[src/rtl/eprom_pkg.sv]
`timescale 1ns/1ps
package eprom_pkg;
  localparam int DATA_W = 8;
  localparam logic [DATA_W-1:0] MFR_CODE = 8'hDA;
  localparam logic [DATA_W-1:0] DEV_CODE = 8'h01;
  localparam logic [DATA_W-1:0] BLANK_BYTE = {DATA_W{1'b1}};

  typedef enum logic [1:0] {
    VPP_NORM  = 2'd0,
    VPP_PROG  = 2'd1,
    VPP_ERASE = 2'd2,
    VPP_RSVD  = 2'd3
  } vppLvl_t;

  typedef enum logic [1:0] {
    A9_NORM  = 2'd0,
    A9_ID    = 2'd1,
    A9_ERASE = 2'd2,
    A9_RSVD  = 2'd3
  } a9Lvl_t;

  typedef enum logic [3:0] {
    MODE_STANDBY,
    MODE_READ,
    MODE_DISABLE,
    MODE_PROGRAM,
    MODE_PVERIFY,
    MODE_ERASE,
    MODE_EVERIFY,
    MODE_IDENT,
    MODE_ILLEGAL
  } mode_t;

  // Strobes from the mode decoder to the array datapath
  typedef struct packed {
    logic driveArray;
    logic driveIdent;
    logic writeByte;
    logic eraseAll;
    logic illegal;
  } ctlStrobe_t;
endpackage

[src/rtl/eprom_mode_decode.sv]
`timescale 1ns/1ps
module eprom_mode_decode
  import eprom_pkg::*;
(
  input  logic       clk,
  input  logic       rstN,
  input  logic       chipEnN,
  input  logic       outEnN,
  input  logic       progStrobeN,
  input  logic       addrZero,
  input  logic       dataAllOnes,
  input  logic [1:0] vppLevel,
  input  logic [1:0] a9Level,
  output ctlStrobe_t strobes
);
  vppLvl_t vpp;
  a9Lvl_t  a9;
  mode_t   mode;
  logic    strobePrevN;
  logic    strobeFall;

  assign vpp = vppLvl_t'(vppLevel);
  assign a9  = a9Lvl_t'(a9Level);

  // Strobe history: a write needs the strobe seen high on the previous edge
  always_ff @(posedge clk or negedge rstN) begin
    if (!rstN) strobePrevN <= 1'b1;
    else       strobePrevN <= progStrobeN;
  end

  assign strobeFall = strobePrevN & ~progStrobeN;

  always_comb begin
    mode = MODE_ILLEGAL;
    if (chipEnN) begin
      mode = MODE_STANDBY;
    end else begin
      case (vpp)
        VPP_NORM: begin
          case (a9)
            A9_NORM: mode = outEnN ? MODE_DISABLE : MODE_READ;
            A9_ID:   mode = outEnN ? MODE_DISABLE : MODE_IDENT;
            default: mode = MODE_ILLEGAL;
          endcase
        end
        VPP_PROG: begin
          if (a9 == A9_NORM) begin
            if (outEnN)           mode = MODE_PROGRAM;
            else if (progStrobeN) mode = MODE_PVERIFY;
          end
        end
        VPP_ERASE: begin
          if (outEnN) begin
            if (a9 == A9_ERASE && addrZero && dataAllOnes) mode = MODE_ERASE;
          end else if (progStrobeN && (a9 == A9_NORM || a9 == A9_ERASE)) begin
            mode = MODE_EVERIFY;
          end
        end
        default: mode = MODE_ILLEGAL;
      endcase
    end
  end

  always_comb begin
    strobes.driveArray = (mode == MODE_READ) || (mode == MODE_PVERIFY) ||
                         (mode == MODE_EVERIFY);
    strobes.driveIdent = (mode == MODE_IDENT);
    strobes.writeByte  = (mode == MODE_PROGRAM) && strobeFall;
    strobes.eraseAll   = (mode == MODE_ERASE) && strobeFall;
    strobes.illegal    = (mode == MODE_ILLEGAL);
  end
endmodule

[src/rtl/eprom_array_path.sv]
`timescale 1ns/1ps
module eprom_array_path
  import eprom_pkg::*;
#(
  parameter int ADDR_W = 4
) (
  input  logic              clk,
  input  logic              rstN,
  input  ctlStrobe_t        strobes,
  input  logic [ADDR_W-1:0] addr,
  input  logic [DATA_W-1:0] dataIn,
  output logic              addrZero,
  output logic              dataAllOnes,
  output logic [DATA_W-1:0] dataOut,
  output logic              dataDrive
);
  localparam int DEPTH = 1 << ADDR_W;

  logic [DEPTH-1:0][DATA_W-1:0] cells;

  assign addrZero    = (addr == '0);
  assign dataAllOnes = &dataIn;

  // Program clears bits only; erase sets every byte at once
  always_ff @(posedge clk or negedge rstN) begin
    if (!rstN) begin
      cells <= {DEPTH{BLANK_BYTE}};
    end else begin
      for (int i = 0; i < DEPTH; i++) begin
        if (strobes.eraseAll)
          cells[i] <= BLANK_BYTE;
        else if (strobes.writeByte && addr == ADDR_W'(i))
          cells[i] <= cells[i] & dataIn;
      end
    end
  end

  always_comb begin
    dataDrive = strobes.driveArray | strobes.driveIdent;
    if (strobes.driveIdent)
      dataOut = addr[0] ? DEV_CODE : MFR_CODE;
    else if (strobes.driveArray)
      dataOut = cells[addr];
    else
      dataOut = '0;
  end
endmodule

[src/rtl/eprom_mode_ctl.sv]
`timescale 1ns/1ps
module eprom_mode_ctl
  import eprom_pkg::*;
#(
  parameter int ADDR_W = 4
) (
  input  logic              clk,
  input  logic              rstN,
  input  logic              chipEnN,
  input  logic              outEnN,
  input  logic              progStrobeN,
  input  logic [ADDR_W-1:0] addr,
  input  logic [7:0]        dataIn,
  input  logic [1:0]        vppLevel,
  input  logic [1:0]        a9Level,
  output logic [7:0]        dataOut,
  output logic              dataDrive,
  output logic              illegalCombo
);
  ctlStrobe_t strobes;
  logic       addrZero;
  logic       dataAllOnes;

  eprom_mode_decode decode_i (
    .clk         (clk),
    .rstN        (rstN),
    .chipEnN     (chipEnN),
    .outEnN      (outEnN),
    .progStrobeN (progStrobeN),
    .addrZero    (addrZero),
    .dataAllOnes (dataAllOnes),
    .vppLevel    (vppLevel),
    .a9Level     (a9Level),
    .strobes     (strobes)
  );

  eprom_array_path #(.ADDR_W(ADDR_W)) path_i (
    .clk         (clk),
    .rstN        (rstN),
    .strobes     (strobes),
    .addr        (addr),
    .dataIn      (dataIn),
    .addrZero    (addrZero),
    .dataAllOnes (dataAllOnes),
    .dataOut     (dataOut),
    .dataDrive   (dataDrive)
  );

  assign illegalCombo = strobes.illegal;
endmodule

[config.mk]
export PLATFORM = sky130hd
export DESIGN_NAME = eprom_mode_ctl
export DESIGN_NICKNAME = d
export VERILOG_FILES = /design/src/rtl/eprom_pkg.sv /design/src/rtl/eprom_mode_decode.sv /design/src/rtl/eprom_array_path.sv /design/src/rtl/eprom_mode_ctl.sv
export SDC_FILE = /design/constraint.sdc
export NUM_CORES = 1
export LEC_CHECK = 0
export BUFFER_PORTS_ARGS = -buffer_cell sky130_fd_sc_hd__buf_2
export CORE_UTILIZATION = 35
export DETAILED_ROUTE_END_ITERATION = 10
export GPL_TIMING_DRIVEN = 0
export PLACE_DENSITY = 0.61
export SETUP_SLACK_MARGIN = 0.05
export SYNTH_ARGS = -nofsm -noshare
export SYNTH_HDL_FRONTEND = slang
export SYNTH_SLANG_ARGS = --single-unit
[constraint.sdc]
create_clock -name clk -period 4.9 [get_ports clk]
set_clock_uncertainty 0.2 [all_clocks]
set_input_delay 0.98 -clock clk [delete_from_list [all_inputs] [get_ports clk]]
set_output_delay 0.98 -clock clk [all_outputs]
set_load 0.01 [all_outputs]
==> results.toml, run 1 <==
[grt]
number_of_global_route_vias_before_repair = 4852
global_route.usage.total_pct = 21.3
grt_pass1_wl_microns = 28800
grt-ovfl-total = 0
antenna_found_initial = 0
largest_net_degree_at_the_start_of_global_routing = 77

[timing]
worst-slew-pin-transition_ns = 0.922
final-max-slew-violation-count = 0
rsz_0062_raised_after_global_routing = "no"
final_cycle_utilization_of_the_critical_path_pct = 94.5
finalSetupViolations = 0
max_clock_freq_mhz = 216
hold_viol_final = 0
period_minus_slack_ns = 4.63
worst_path_setup_slack_after_routing_ns = 0.270
slew_headroom_pct = 38.5
timing.setup.tns_ns = 0

[min_path]
min_path_type = "reg2reg"
timing.hold.worst.start = "path_i.cells[2]"

[clock_tree]
tritoncts = "yes"
cts_max_path_buffers = 2
clock_root_cell = "clkbuf_16"
cts_num_sinks = 129
cts_setup_buffers = 0
number_of_buffers_inserted_during_clock_tree_synthesis = 17
clock_latency_ns = 0.42
cells_resized_by_post_cts_repair = 0
ctsHoldBuffers = 0
worst_setup_hold_path_clk_slew_ns = 0.06
cts_htree_levels = 4

[critical_path]
timing.critical_path.fanout_max = 10
worst_setup_path_end_kind = "output pin"
critPathRequiredTime_ns = 3.72
worst-endpoint-arrival_ns = 3.45
crit_path_start = "addr[1]"
rr_startpoint = "decode_i.strobePrevN"
critPathKind = "in2out"
timing.critical_path.from_type = "input pin"
worst-r2r-setup-slack_ns = 2.73

[route]
drc_errors = 0
detail_route.first_pass.iterations = 7
route.final.wire_length_microns = 18900
routed-via-count = 4763
avg_wl_per_cell_microns = 26.2
ant_nets = 0
drtIter0Drc = 460
viasPerCell = 6.58

[synth]
post_syn_instances = 442
yosysTopAreaCell = "dfstp_2"
synth_edf_count = 0
seq_cells_post_synth = 129
synth_cell_types = 35
syn_area_sq_um = 6440
post_synth_main_area_contributors = "dfstp_2 (53%), o32a_1 (20%), mux4_2 (12%)"
synth.top_cell.area_share_pct = 52.6
synth_nets = 463
ys_seq_area_share_pct = 52.6
synth_area_per_cell_sq_um = 14.6
ys_dominant_reg_cell = "dfstp_2"
synthesis.yosys.warnings = 0
synth-async-reset-ratio_pct = 100

[status]
run_status = "complete, no violations"

[die]
placement_rows = 49
floorplan.core_area_sq_um = 18000
initial_utilization_pct = 35.7
io-pin-count = 31
die_h_microns = 138
fp.dieArea_sq_um = 18900
floorplan.die.width_microns = 138

[place]
detailed_place_hpwl_microns = 12800
numPortBuffers = 20
place.gp.congestion = 0.872
dp_worst_setup_slack_ns = 0.131

[cells_and_area]
nets = 503
synth_to_layout_area_growth_pct = 15.9
layout.cells.most_common_list = "dfstp_2 (129), o32a_1 (128), mux4_2 (34)"
post-route-util_pct = 41.4
post_route_cells_drive_above_1_share_pct = 50.7
most_common_cell_after_layout_fill_and_taps_aside = "dfstp_2"
antenna_cells = 0

[run]
drv.max_cap_violation_count = 0

[power]
power-per-cell-area_nw_per_um2 = 335
vdd_ir_drop_max_v = 0.000358
power.static_leakage_nw = 2.72
final cells by class:
cell class / instances / area [sq um]
fill: 1638 / 10600
sequential: 129 / 3390
multi-input combinational: 253 / 2610
clock buffer: 23 / 468
buffer: 58 / 434
tap: 229 / 287
timing repair buffer: 21 / 134
clock inverter: 9 / 131
inverter: 2 / 7.51
report_power, final:
group / internal, mW / total [mW] / switching (mW)
sequential: 1.07 / 1.07 / 0.000147
clock: 0.826 / 1.30 / 0.471
combinational: 0.0313 / 0.132 / 0.101
cell usage after synthesis (all sizes together), types with 3 or more instances:
cell type,count
nand3,19
mux4,34
buf,44
clkbuf,14
dfstp,129
nor2,10
a21o,7
nor2b,6
o32a,128
nand4,3
nand2,15
a22oi,7
sequential cells by signal, summed over array words and instances (netlist names):
name / count
path_i.cells: 128
decode_i.strobePrevN: 1
worst paths after layout:
path,end,depth (start not counted)
min,path_i.cells[2],1
min reg2reg,path_i.cells[2],1
max in group asynchronous,path_i.cells[60],2
max reg2reg,path_i.cells[117],5
max,dataOut[6],9
min in group asynchronous,path_i.cells[6],1
through the flow:
stage               hold slack, ns  instance area [sq um]  std cells  power (mW)
finish                       0.311                   7460        724        2.50
global route                 0.321                   7460        724        2.57
CTS                          0.314                   7460        724        2.51
detailed placement           0.303                   6860        692        1.22
global placement             0.298                   6830        691        1.21
floorplan                    0.294                   6440        442        1.15
worst max-delay path, cell delays in order:
cell,delay (ns)
buf_2,0.18
buf_1,0.57
buf_2,0.47
buf_2,0.36
mux4_2,0.38
nand2_1,0.10
nand3_1,0.07
a21o_1,0.20
buf_2,0.14
per-layer routing:
metal  track usage (%)  vias to the layer above  share of wire [%]
li1                  -                     1943                  -
met1              26.8                     2543                 41
met2              33.2                      244                 48
met3              8.06                       33                8.9
met4              7.51                        0                2.3
met5                 0                        -                  0
cells by family (layout without fill, tap and decap cells):
family                 count (synthesis)  in the layout  synth area share, %
AOI/OAI and AO/OA                    149            149                 22.5
DFF                                  129            129                 52.6
muxes                                 35             35                 12.0
buffers and inverters                 60            113                 6.82
and+or+nand+nor                       69             69                 6.00
(Power assumes the default switching activity.)
==> run 2: changes to the inputs <==
==> constraint.sdc (replaced) <==
create_clock -name clk -period 5.5 [get_ports clk]
set_clock_uncertainty 0.2 [all_clocks]
set_input_delay 1.1 -clock clk [delete_from_list [all_inputs] [get_ports clk]]
set_output_delay 1.1 -clock clk [all_outputs]
set_load 0.01 [all_outputs]
==> results.toml, run 2 (synthesis results as in run 1) <==
[status]
run_status = "complete, no violations"

[cells_and_area]
seqCellArea_sq_um = 3390
finalNonFillerCells = 724
nets = 503
layout.cells.most_common_list = "dfstp_2 (129), o32a_1 (128), mux4_2 (34)"
top_regs = "path_i.cells x128, decode_i.strobePrevN x1"
post-route-util_pct = 41.4
most_common_cell_after_layout_fill_and_taps_aside = "dfstp_2"
synth_to_layout_area_growth_pct = 15.8
multi_input_comb_area_sq_um = 2610
post_route_cells_drive_above_1_share_pct = 50.3
antenna_cells = 0
fillers = 1637
max_flop_register = "path_i.cells"
number_of_flip_flops_in_the_largest_register = 128

[die]
fp.dieArea_sq_um = 18900
floorplan.core_area_sq_um = 18000
io-pin-count = 31
floorplan.die.width_microns = 138
initial_utilization_pct = 35.7
placement_rows = 49
die_h_microns = 138

[timing]
rsz_0062_raised_after_global_routing = "no"
hold_ws_ns = 0.311
final_cycle_utilization_of_the_critical_path_pct = 91.2
worst-slew-pin-transition_ns = 0.932
timing.setup.tns_ns = 0
period_minus_slack_ns = 5.01
hold_viol_final = 0
slew_headroom_pct = 37.8
max_clock_freq_mhz = 199
finalSetupViolations = 0
final-max-slew-violation-count = 0

[place]
dpl.cell_count = 692
detailed_place_hpwl_microns = 12800
numPortBuffers = 20
place.gp.congestion = 0.872

[grt]
grt-ovfl-total = 0
antenna_found_initial = 0
number_of_global_route_vias_before_repair = 4852
global_route.usage.total_pct = 21.3
grt_pass1_wl_microns = 28800
largest_net_degree_at_the_start_of_global_routing = 77

[critical_path]
critPathRequiredTime_ns = 4.20
worst_setup_path_end_kind = "output pin"
timing.critical_path.from_type = "input pin"
cpPeakStageDelay_ns = 0.70
path_delay_family = "buffers and inverters"
worst_path_most_repeated_cell = "buf_2"
worstPathBufferInverterCount = 5
worst-endpoint-arrival_ns = 3.71
crit_path_cell_trace = "buf_2 > buf_2 > clkbuf_1 > clkbuf_1 > mux4_2 > nand2_1 > nand3_1 > a21o_1 > buf_2"
slowest_stage = "clkbuf_1"
worst-r2r-setup-slack_ns = 3.32
timing.critical_path.fanout_max = 10
critPathKind = "in2out"

[route]
drc_errors = 0
route.final.wire_length_microns = 18900
avg_wl_per_cell_microns = 26.2
routed-via-count = 4747
detail_route.first_pass.iterations = 5
ant_nets = 0
drtIter0Drc = 459
viasPerCell = 6.56

[clock_tree]
number_of_buffers_inserted_during_clock_tree_synthesis = 17
clock_latency_ns = 0.42
cells_resized_by_post_cts_repair = 0
cts_num_sinks = 129
cts_max_path_buffers = 2
cts_htree_levels = 4
cts_setup_buffers = 0
ctsHoldBuffers = 0
clock_root_cell = "clkbuf_16"
tritoncts = "yes"
worst_setup_hold_path_clk_slew_ns = 0.06

[power]
power.static_leakage_nw = 2.72
vdd_ir_drop_max_v = 0.000321
power-per-cell-area_nw_per_um2 = 299

[min_path]
min_path_type = "reg2reg"

[run]
drv.max_cap_violation_count = 0
run 2: final timing paths:
| path | from | endpoint | cells past startpoint |
|---|---|---|---|
| max reg2reg | decode_i.strobePrevN | path_i.cells[116] | 5 |
| min in group asynchronous | rstN | path_i.cells[6] | 1 |
| min | path_i.cells[2] | path_i.cells[2] | 1 |
| max in group asynchronous | rstN | path_i.cells[60] | 2 |
| min reg2reg | path_i.cells[2] | path_i.cells[2] | 1 |
| max | addr[0] | dataOut[1] | 9 |
run 2: metrics by stage:
step           setup WS [ns]  total power, mW  cell area [sq um]
2_1_floorplan           1.31             1.03               6440
3_3_place_gp           0.497             1.08               6830
3_5_place_dp           0.491             1.09               6860
4_1_cts                0.484             2.24               7460
5_1_grt                0.308             2.29               7460
6_report               0.485             2.23               7460
run 2: power by group:
part / switching [mW] / leakage, nW / internal [mW]
combinational: 0.0906 / 1.10 / 0.0278
sequential: 0.000131 / 1.33 / 0.955
clock: 0.423 / 0.283 / 0.735
total: 0.513 / 2.72 / 1.72
run 2: routing by layer:
| metal | part of all wire, % | track usage [%] |
|---|---|---|
| met1 | 41 | 26.8 |
| met2 | 48 | 33.2 |
| met3 | 9.6 | 8.06 |
| met4 | 2.2 | 7.51 |
| met5 | 0 | 0 |
run 2: cell type report:
cell class / count / area share [%]
Buffer: 58 / 5.79
Clock buffer: 23 / 6.27
Clock inverter: 9 / 1.76
Inverter: 2 / 0.101
Multi-Input combinational cell: 253 / 35.0
Sequential cell: 129 / 45.4
Tap cell: 229 / 3.84
Timing Repair Buffer: 21 / 1.79
